### src/rtl/curacc_pkg.sv
package curacc_pkg;
   // Clamp a wide signed sum into a narrower signed range
   function automatic logic signed [63:0] clamp_s(input logic signed [63:0] v,
                                                  input int unsigned      w);
      logic signed [63:0] hi;
      logic signed [63:0] lo;
      hi = (64'sd1 <<< (w - 1)) - 64'sd1;
      lo = -(64'sd1 <<< (w - 1));
      if (v > hi)      return hi;
      else if (v < lo) return lo;
      else             return v;
   endfunction
endpackage

### src/rtl/curacc_blank.sv
module curacc_blank #(
   parameter int CUR_W   = 16,
   parameter int OFS_W   = 8,
   parameter int POS_THR = 64,
   parameter int NEG_THR = 16,
   localparam int CW     = ((CUR_W > OFS_W) ? CUR_W : OFS_W) + 1
) (
   input  logic signed [CUR_W-1:0] raw_cur,
   input  logic signed [OFS_W-1:0] ofs,
   input  logic                    neg_en,
   output logic signed [CW-1:0]    blk_cur
);
   localparam logic signed [CW-1:0] POS_T = CW'(POS_THR);
   localparam logic signed [CW-1:0] NEG_T = -CW'(NEG_THR);

   logic signed [CW-1:0] corr;
   logic                 pos_hit;
   logic                 neg_hit;

   always_comb begin
      corr    = CW'(raw_cur) + CW'(ofs);
      pos_hit = (corr > 0) && (corr < POS_T);
      neg_hit = neg_en && (corr < 0) && (corr > NEG_T);
      blk_cur = (pos_hit || neg_hit) ? '0 : corr;
   end


   always_comb begin
      pos_window_chk: assert (!((blk_cur > 0) && (blk_cur < POS_T)));
   end


   always_comb begin
      neg_window_chk: assert (!(neg_en && (blk_cur < 0) && (blk_cur > NEG_T)));
   end
endmodule

### src/rtl/curacc_sum.sv
module curacc_sum #(
   parameter int IN_W     = 17,
   parameter int BIAS_W   = 8,
   parameter int ACC_W    = 16,
   parameter bit SATURATE = 1'b1,
   localparam int SW      = ((IN_W > ACC_W) ? IN_W : ACC_W) + 2
) (
   input  logic signed [IN_W-1:0]   cur,
   input  logic signed [BIAS_W-1:0] bias,
   input  logic signed [ACC_W-1:0]  prev,
   output logic signed [ACC_W-1:0]  next
);
   import curacc_pkg::*;

   logic signed [SW-1:0] wide;

   always_comb begin
      wide = SW'(cur) + SW'(bias) + SW'(prev);
   end

   generate
      if (SATURATE) begin : g_sat
         always_comb begin
            next = ACC_W'(clamp_s(64'(wide), ACC_W));
         end
      end else begin : g_wrap
         always_comb begin
            next = wide[ACC_W-1:0];
         end
      end
   endgenerate
endmodule

### src/rtl/curacc_top.sv
module curacc_top #(
   parameter int CUR_W    = 16,
   parameter int OFS_W    = 8,
   parameter int BIAS_W   = 8,
   parameter int ACC_W    = 16,
   parameter int POS_THR  = 64,
   parameter int NEG_THR  = 16,
   parameter bit SATURATE = 1'b1
) (
   input  logic              clk,
   input  logic              rst_n,
   input  logic              smp_vld,
   input  logic [CUR_W-1:0]  smp_cur,
   input  logic [OFS_W-1:0]  ofs_bias,
   input  logic [BIAS_W-1:0] acc_bias,
   input  logic              neg_blank_en,
   input  logic              host_ld,
   input  logic [ACC_W-1:0]  host_data,
   output logic [ACC_W-1:0]  acc_out
);
   localparam int CW = ((CUR_W > OFS_W) ? CUR_W : OFS_W) + 1;

   generate
      if (POS_THR < 1 || NEG_THR < 1) begin : g_bad_thr
         $error("curacc_top: thresholds must be at least 1");
      end
      if (ACC_W < 2 || ACC_W > 62 || BIAS_W > ACC_W) begin : g_bad_w
         $error("curacc_top: accumulator width out of range");
      end
   endgenerate

   logic signed [CW-1:0]    blk_cur;
   logic signed [ACC_W-1:0] acc_q;
   logic signed [ACC_W-1:0] acc_nx;
   logic                    incr_nonneg;

   curacc_blank #(
      .CUR_W  (CUR_W),
      .OFS_W  (OFS_W),
      .POS_THR(POS_THR),
      .NEG_THR(NEG_THR)
   ) u_blank (
      .raw_cur(smp_cur),
      .ofs    (ofs_bias),
      .neg_en (neg_blank_en),
      .blk_cur(blk_cur)
   );

   curacc_sum #(
      .IN_W    (CW),
      .BIAS_W  (BIAS_W),
      .ACC_W   (ACC_W),
      .SATURATE(SATURATE)
   ) u_sum (
      .cur (blk_cur),
      .bias(acc_bias),
      .prev(acc_q),
      .next(acc_nx)
   );

   always_ff @(posedge clk) begin
      if (!rst_n)       acc_q <= '0;
      else if (host_ld) acc_q <= host_data;
      else if (smp_vld) acc_q <= acc_nx;
   end

   assign acc_out = acc_q;

   always_comb begin
      incr_nonneg = ((CW + 1)'(blk_cur) + (CW + 1)'($signed(acc_bias))) >= 0;
   end


   hold_chk: assert property (@(posedge clk) disable iff (!rst_n)
      (!smp_vld && !host_ld) |=> $stable(acc_out));


   load_chk: assert property (@(posedge clk) disable iff (!rst_n)
      host_ld |=> (acc_out == $past(host_data)));


   generate
      if (SATURATE) begin : g_sat_chk
         no_wrap_up_chk: assert property (@(posedge clk) disable iff (!rst_n)
            (smp_vld && !host_ld && incr_nonneg) |=> ($signed(acc_out) >= $past(acc_q)));
         no_wrap_dn_chk: assert property (@(posedge clk) disable iff (!rst_n)
            (smp_vld && !host_ld && !incr_nonneg) |=> ($signed(acc_out) < $past(acc_q)
                                                      || $past(acc_q) == -(2 ** (ACC_W - 1))));
      end
   endgenerate
endmodule

### config.mk
export PLATFORM = sky130hd
export DESIGN_NAME = curacc_top
export DESIGN_NICKNAME = d
export VERILOG_FILES = /design/src/rtl/curacc_pkg.sv /design/src/rtl/curacc_blank.sv /design/src/rtl/curacc_sum.sv /design/src/rtl/curacc_top.sv
export SDC_FILE = /design/constraint.sdc
export NUM_CORES = 1
export LEC_CHECK = 0
export CORE_ASPECT_RATIO = 0.6
export CORE_UTILIZATION = 53
export CTS_CLUSTER_DIAMETER = 120
export DETAILED_ROUTE_END_ITERATION = 8
export GPL_TIMING_DRIVEN = 0
export PLACE_DENSITY = 0.89
export SKIP_LAST_GASP = 1
export SLEW_MARGIN = 10
export SYNTH_ARGS = -nofsm -noshare
export SYNTH_HDL_FRONTEND = slang
export SYNTH_SLANG_ARGS = --single-unit
export TNS_END_PERCENT = 5
### constraint.sdc
create_clock -name clk -period 7.8 [get_ports clk]
set_clock_uncertainty 0.1 [all_clocks]
set_input_delay 0.78 -clock clk [delete_from_list [all_inputs] [get_ports clk]]
set_output_delay 0.78 -clock clk [all_outputs]
set_load 0.005 [all_outputs]
# Yosys cells after proc, flatten, opt, wreduce, memory -nomap -nowiden
# Index checks and enable logic that the tools add are counted.
[op_classes]
addsub = 3
magnitude_cmp = 6
muxes = 5
n_reduce_logical = 5
[op_table]
columns = ["cell", "n"]
rows = [
  ["16-bit two-way mux", 4],
  ["18-bit by 16-bit adder with 19-bit output", 1],
  ["19-bit by 16-bit greater-than comparator with 1-bit output (second input constant)", 1],
  ["19-bit by 16-bit < comparator with 1-bit output (second input constant)", 1],
  ["17-bit by 8-bit adder with 18-bit output", 1],
  ["16-bit by 8-bit adder with 17-bit output", 1],
  ["17-bit by 1-bit greater-than comparator with 1-bit output (second input constant)", 1],
  ["17-bit by 5-bit greater-than comparator with 1-bit output (second input constant)", 1],
  ["17-bit by 1-bit < comparator with 1-bit output (second input constant)", 1],
  ["17-bit by 8-bit < comparator with 1-bit output (second input constant)", 1],
  ["17-bit two-way mux", 1],
  ["1-bit logical AND", 3],
  ["2-bit nonzero test", 1],
  ["1-bit logical OR", 1],
]
[word_totals]
reg_bits = 16
in_bits = 53
output_inout_bits = 16
word_cells = 20

# Logic depth before layout (Yosys ltp)
# Gate-level depths: netlist (run 1).
[logic_depth]
word_depth = 13
mapped_depth = 25
depth_no_buf = 23

# By module
# Synthesis (run 1) repeated with hierarchy kept, for this count alone.
[unflattened]
cells_unflattened = 447
area_unflattened_um2 = 3649.8
[by_module_without_submodules]
columns = ["module", "instances", "cells_per_inst", "area_per_inst_um2", "seq_area_each_um2"]
rows = [
  ["curacc_sum", 1, 206, 1624.1, 0.0],
  ["curacc_blank", 1, 170, 1173.6, 0.0],
  ["curacc_top", 1, 71, 852.1, 320.3],
]

# Worst setup path before layout (run 1)
# No wires, ideal clock.
[synth_timing]
path_kind = "input to register"
start = "input port smp_cur[0]"
end = "register acc_q[14], in the netlist acc_out[14]"
setup_ps = 86
arrival_time_ps = 6883
slack_ps = 731
path_stages = 25
path_buffers = 2
cell_sequence = "ha_1 -> fa_1 -> clkbuf_2 -> a211oi_2 -> o211ai_1 -> nor3b_1 -> or4_1 -> or3_1 -> or4_4 -> o31ai_4 -> inv_2 -> o21ai_1 -> fa_1 -> inv_1 -> ha_1 -> fa_1 -> a211oi_1 -> o21ai_0 -> o2111ai_1 -> and2_1 -> o311a_1 -> o31ai_1 -> clkbuf_1 -> o31ai_1 -> a211oi_1"
[synth_via]
elab_chain_cells = 13
[synth_lines]
columns = ["item", "line", "source"]
rows = [
  ["from (decl)", "curacc_top.sv:13", "input logic [CUR_W-1:0] smp_cur,"],
  ["16-bit by 8-bit adder with 17-bit output (*)", "curacc_blank.sv:21", "corr = CW'(raw_cur) + CW'(ofs);"],
  ["17-bit by 1-bit < comparator with 1-bit output", "curacc_blank.sv:23", "neg_hit = neg_en && (corr < 0) && (corr > NEG_T);"],
  ["1-bit logical AND (2 in a row)", "curacc_blank.sv:23", ""],
  ["1-bit logical OR", "curacc_blank.sv:24", "blk_cur = (pos_hit || neg_hit) ? '0 : corr;"],
  ["17-bit two-way mux (*)", "curacc_blank.sv:24", ""],
  ["17-bit by 8-bit adder with 18-bit output (*)", "curacc_sum.sv:18", "wide = SW'(cur) + SW'(bias) + SW'(prev);"],
  ["18-bit by 16-bit adder with 19-bit output (*)", "curacc_sum.sv:18", ""],
  ["19-bit by 16-bit < comparator with 1-bit output", "curacc_pkg.sv:10", "else if (v < lo) return lo;"],
  ["16-bit two-way mux", "curacc_pkg.sv:10", ""],
  ["16-bit two-way mux (*)", "curacc_pkg.sv:9", "if (v > hi) return hi;"],
  ["16-bit two-way mux (*)", "curacc_top.sv:64", "else if (smp_vld) acc_q <= acc_nx;"],
  ["16-bit two-way mux (*)", "curacc_top.sv:63", "else if (host_ld) acc_q <= host_data;"],
  ["to (signal assigned)", "curacc_top.sv:63", ""],
  ["to (signal assigned)", "curacc_top.sv:64", ""],
  ["to (decl)", "curacc_top.sv:33", "logic signed [ACC_W-1:0] acc_q;"],
]
# Every way passes the cells marked *; elsewhere a longest branch is shown, timed or not. The select of a mux whose other input is x is not followed.
# A chain may end at the register's enable or synchronous reset.

# Worst setup path in the final report (run 1)
# Same ends and word-level chain as after synthesis.

==> summary.md, run 1 <==
| Metric | Value |
|---|---|
| Initial DRT Pass Iterations | 5 |
| WP data required | 7870 ps |
| Hold wc startpoint | acc_out[14] |
| Worst Setup End Kind | flop |
| Worst VDD drop | 0.238 mV |
| Hold buffer count at cts | 0 |
| Worst hold path class | reg -> reg |
| Full die area | 0.00637 mm^2 |
| Max-slew violation count | 0 |
| Fill cell total of the finished layout | 437 |
| DR WL/cell | 16.4 um |
| Clock slew seen by the registers of the worst setup and hold paths | 70 ps |
| Number of cells on the worst hold path | 4 |
| CTS max path bufs | 2 |
| Worst skew pair latency | 260 ps |
| # H-tree levels | 1 |
| Share of synthesized flip-flops with an asynchronous set or reset | 0 |
| Vias per Instance | 6.25 |
| Top Ports | 69 |
| Buffers on Ports | 67 |
| Proportion of synthesized chip area in sequential cells | 0.0999 |
| Wire length of the first global-routing pass | 15000 um |
| Total met3 wirelength after detailed routing | 845 um |
| Critical path type | in -> reg |
| Slew margin rel. | 0.458 |
| Utilization of the core after routing | 0.736 |
| LEAKAGE | 1.75 nW |
| Clock buffer count from CTS | 3 |
| Transition at the pin with the smallest max-transition slack | 807 ps |
| Mapped Area | 0.00321 mm^2 |
| Root Driver | clkbuf_8 |
| Num rows | 21 |
| Number of remaining DRC errors | 0 |
| Dpl ws | -834 ps |
| Distinct cells, synth | 72 |
| Count of final setup violators | 0 |
| Synth Net Count | 520 |
| Total area of multi-input combinational cells | 0.00282 mm^2 |
| Total routed wire length on the met1 layer | 4300 um |
| Nets | 596 |
| R2R setup slack | 4030 ps |
| Number of antenna violations at the first check in global routing | 0 |
| Placeable core area | 0.00570 mm^2 |
| Max frequency | 132 MHz |
| Mean cell area of the mapped netlist | 7.72 um^2 |
| Die X-Extent | 102 um |
| R2R depth | 14 |
| Clock tree from TritonCTS | yes |
| Cell Pwr Density | 296 mW/mm^2 |
| Number of antenna repair diodes | 0 |
| Arrival time of data at the critical path endpoint | 7620 ps |
| Critical path startpoint | smp_cur[0] |
| Fraction of final layout cells with drive strength greater than 1 | 0.0898 |
| Storage element area | 320 um^2 |
| Number of flip-flops under the largest register name | 16 |
| Final critical path time including I/O delays and setup | 7550 ps |
| Highest signal layer in the routed design | met4 |
| Post-synthesis instance total | 415 |
| Number of synthesized flops with an enable pin | 0 |
| Startpoint type of the worst setup path | input pin |
| Overall track demand over capacity in global routing | 0.294 |
| Highest cell delay on the worst timing path | 560 ps |
| Final worst-path cycle share | 0.968 |
| Violation count after the first detailed-routing iteration | 325 |
| Most common flop cell mapped by yosys | dfxtp_1 |
| Capture instance of the worst register-to-register path | acc_out[14] |
| Die extent in y | 62.2 um |
| Result of the run | completed |
| Via total after detailed routing | 3561 |
| Total length of routed met2 wires | 4120 um |
| TritonCTS sink count | 16 |
| Final critical-path setup slack | 251 ps |
| Initial standard-cell utilization of the core | 0.562 |
| Master of the slowest instance on the critical path | or4_4 |
| Count of warnings emitted by yosys | 0 |
| Final number of hold-violating endpoints | 0 |
| Total wirelength of the detailed-routed design | 9340 um |
| Minimum hold slack | 595 ps |
| Post-route ant nets | 0 |
| Grt ovf | 0 |
| Number of global-route vias before repair | 3253 |
| Pin count of the biggest net entering global routing | 11 |
| Startpoint of the most critical register-to-register path | acc_out[13] |
| Fin Setup TNS | 0 ps |
| Routability cong. | 0.903 |
| Largest fanout of any net on the critical path | 10 |
| Area growth, synth to finish | 30.9% |
| Sink of the worst hold path | acc_out[14] |
| Max-Cap Viols | 0 |
| HPWL Detailed | 7280 um |
| FF+latch count, synth | 16 |
-- worst max path at each step --
| stage | to | slack, ps | depth (start not counted) |
|---|---|---|---|
| finish | acc_out[14] | 250 | 26 |
| global route | acc_out[8] | -50 | 24 |
| CTS | acc_out[14] | -20 | 26 |
| detailed placement | acc_out[9] | -830 | 23 |
| global placement | acc_out[14] | -760 | 26 |
| floorplan | acc_out[14] | 730 | 25 |
-- synth_stat cells, drive strengths merged (8+ instances only) --
cell / n / area (um^2)
a21o: 15 / 115
nor2: 40 / 150
a211oi: 16 / 138
ha: 33 / 413
nor3b: 10 / 75.1
o21ai: 23 / 115
fa: 19 / 380
dfxtp: 16 / 320
a21oi: 49 / 245
xnor2: 11 / 96.3
inv: 27 / 101
clkbuf: 14 / 53.8
xor2: 8 / 70.1
nand2: 26 / 97.6
-- layout make-up --
cell class	count	share of cell area
Timing Repair Buffer	72	0.172
Clock buffer	4	0.0131
Buffer	15	0.0191
Multi-Input combinational cell	356	0.672
Inverter	27	0.0242
Tap cell	80	0.0239
Sequential cell	16	0.0763
-- logic make-up (layout without fill, tap and decap cells) --
kind of cell | count (synthesis) | count (layout) | share of synthesized area
compound gates | 155 | 155 | 0.327
xor+xnor | 19 | 19 | 0.0519
fa+ha+maj | 52 | 52 | 0.247
buf+inv | 43 | 118 | 0.0554
flops | 16 | 16 | 0.0999
mux | 3 | 3 | 0.00976
simple gates | 127 | 127 | 0.208
-- timing repair --
item                       CTS  global route
setup buffers                0             5
pin swaps                    0             7
gates cloned                 0             0
setup endpoints to repair   15            15
gates resized for setup      7            18
-- metrics by stage --
step	instances	cell area, um^2	total power [W]
floorplan	415	3210	0.000767
global placement	562	3980	0.000970
detailed placement	562	3980	0.000996
CTS	566	4060	0.00110
global route	570	4200	0.00135
finish	570	4200	0.00124
-- power breakdown --
| group | leakage [nW] | total, W | switching (W) | internal (W) |
|---|---|---|---|---|
| Sequential | 0.133 | 0.000121 | 0.0000211 | 0.000100 |
| Clock | 0.0288 | 0.0000776 | 0.0000327 | 0.0000449 |
| Combinational | 1.59 | 0.00104 | 0.000581 | 0.000464 |
-- layout by cell type, fill, tap and decap left out, types with 3 or more instances in the layout --
| cell | n |
|---|---|
| clkdlybuf4s50_1 | 67 |
| a21oi_1 | 49 |
| nor2_1 | 40 |
| ha_1 | 32 |
| inv_1 | 26 |
| nand2_1 | 26 |
| o21ai_0 | 19 |
| fa_1 | 18 |
| dfxtp_1 | 16 |
| a21o_1 | 13 |
| a211oi_1 | 12 |
| clkbuf_1 | 11 |
| xnor2_1 | 11 |
| nor3b_1 | 9 |
| xor2_1 | 8 |
| nand3_1 | 7 |
| nand2b_1 | 7 |
| o211ai_1 | 6 |
| nor3_1 | 6 |
| o21a_1 | 5 |
| and3_1 | 5 |
| a31oi_1 | 4 |
| o21bai_1 | 4 |
| clkbuf_8 | 4 |
| buf_4 | 4 |
| or3_1 | 3 |
| nor2b_1 | 3 |
| o21ai_1 | 3 |
| o22ai_1 | 3 |
-- worst max-delay path: cells and delay by family --
kind / cells / cell delay, ps
AND/OR/NAND/NOR: 5 / 1950
AO/OA/AOI/OAI: 11 / 2410
buffers and inverters: 5 / 970
adder cells (fa/ha/maj): 5 / 1500
-- per-layer routing --
metal / track usage / up-vias
met2: 0.466 / 193
li1: - / 1688
met4: 0.0339 / 0
met3: 0.0428 / 12
met5: 0 / -
met1: 0.434 / 1668
Power figures use the tool's default switching activity.
==> inputs of run 2 (changes only) <==
--- a/config.mk
+++ b/config.mk
@@ -10,6 +10,7 @@
 export CTS_CLUSTER_DIAMETER = 120
 export DETAILED_ROUTE_END_ITERATION = 8
 export GPL_TIMING_DRIVEN = 0
+export HOLD_SLACK_MARGIN = 0.02
 export PLACE_DENSITY = 0.89
 export SKIP_LAST_GASP = 1
 export SLEW_MARGIN = 10
==> results of run 2 <==
The final DEF is identical to that of run 1; final timing and power are the same.
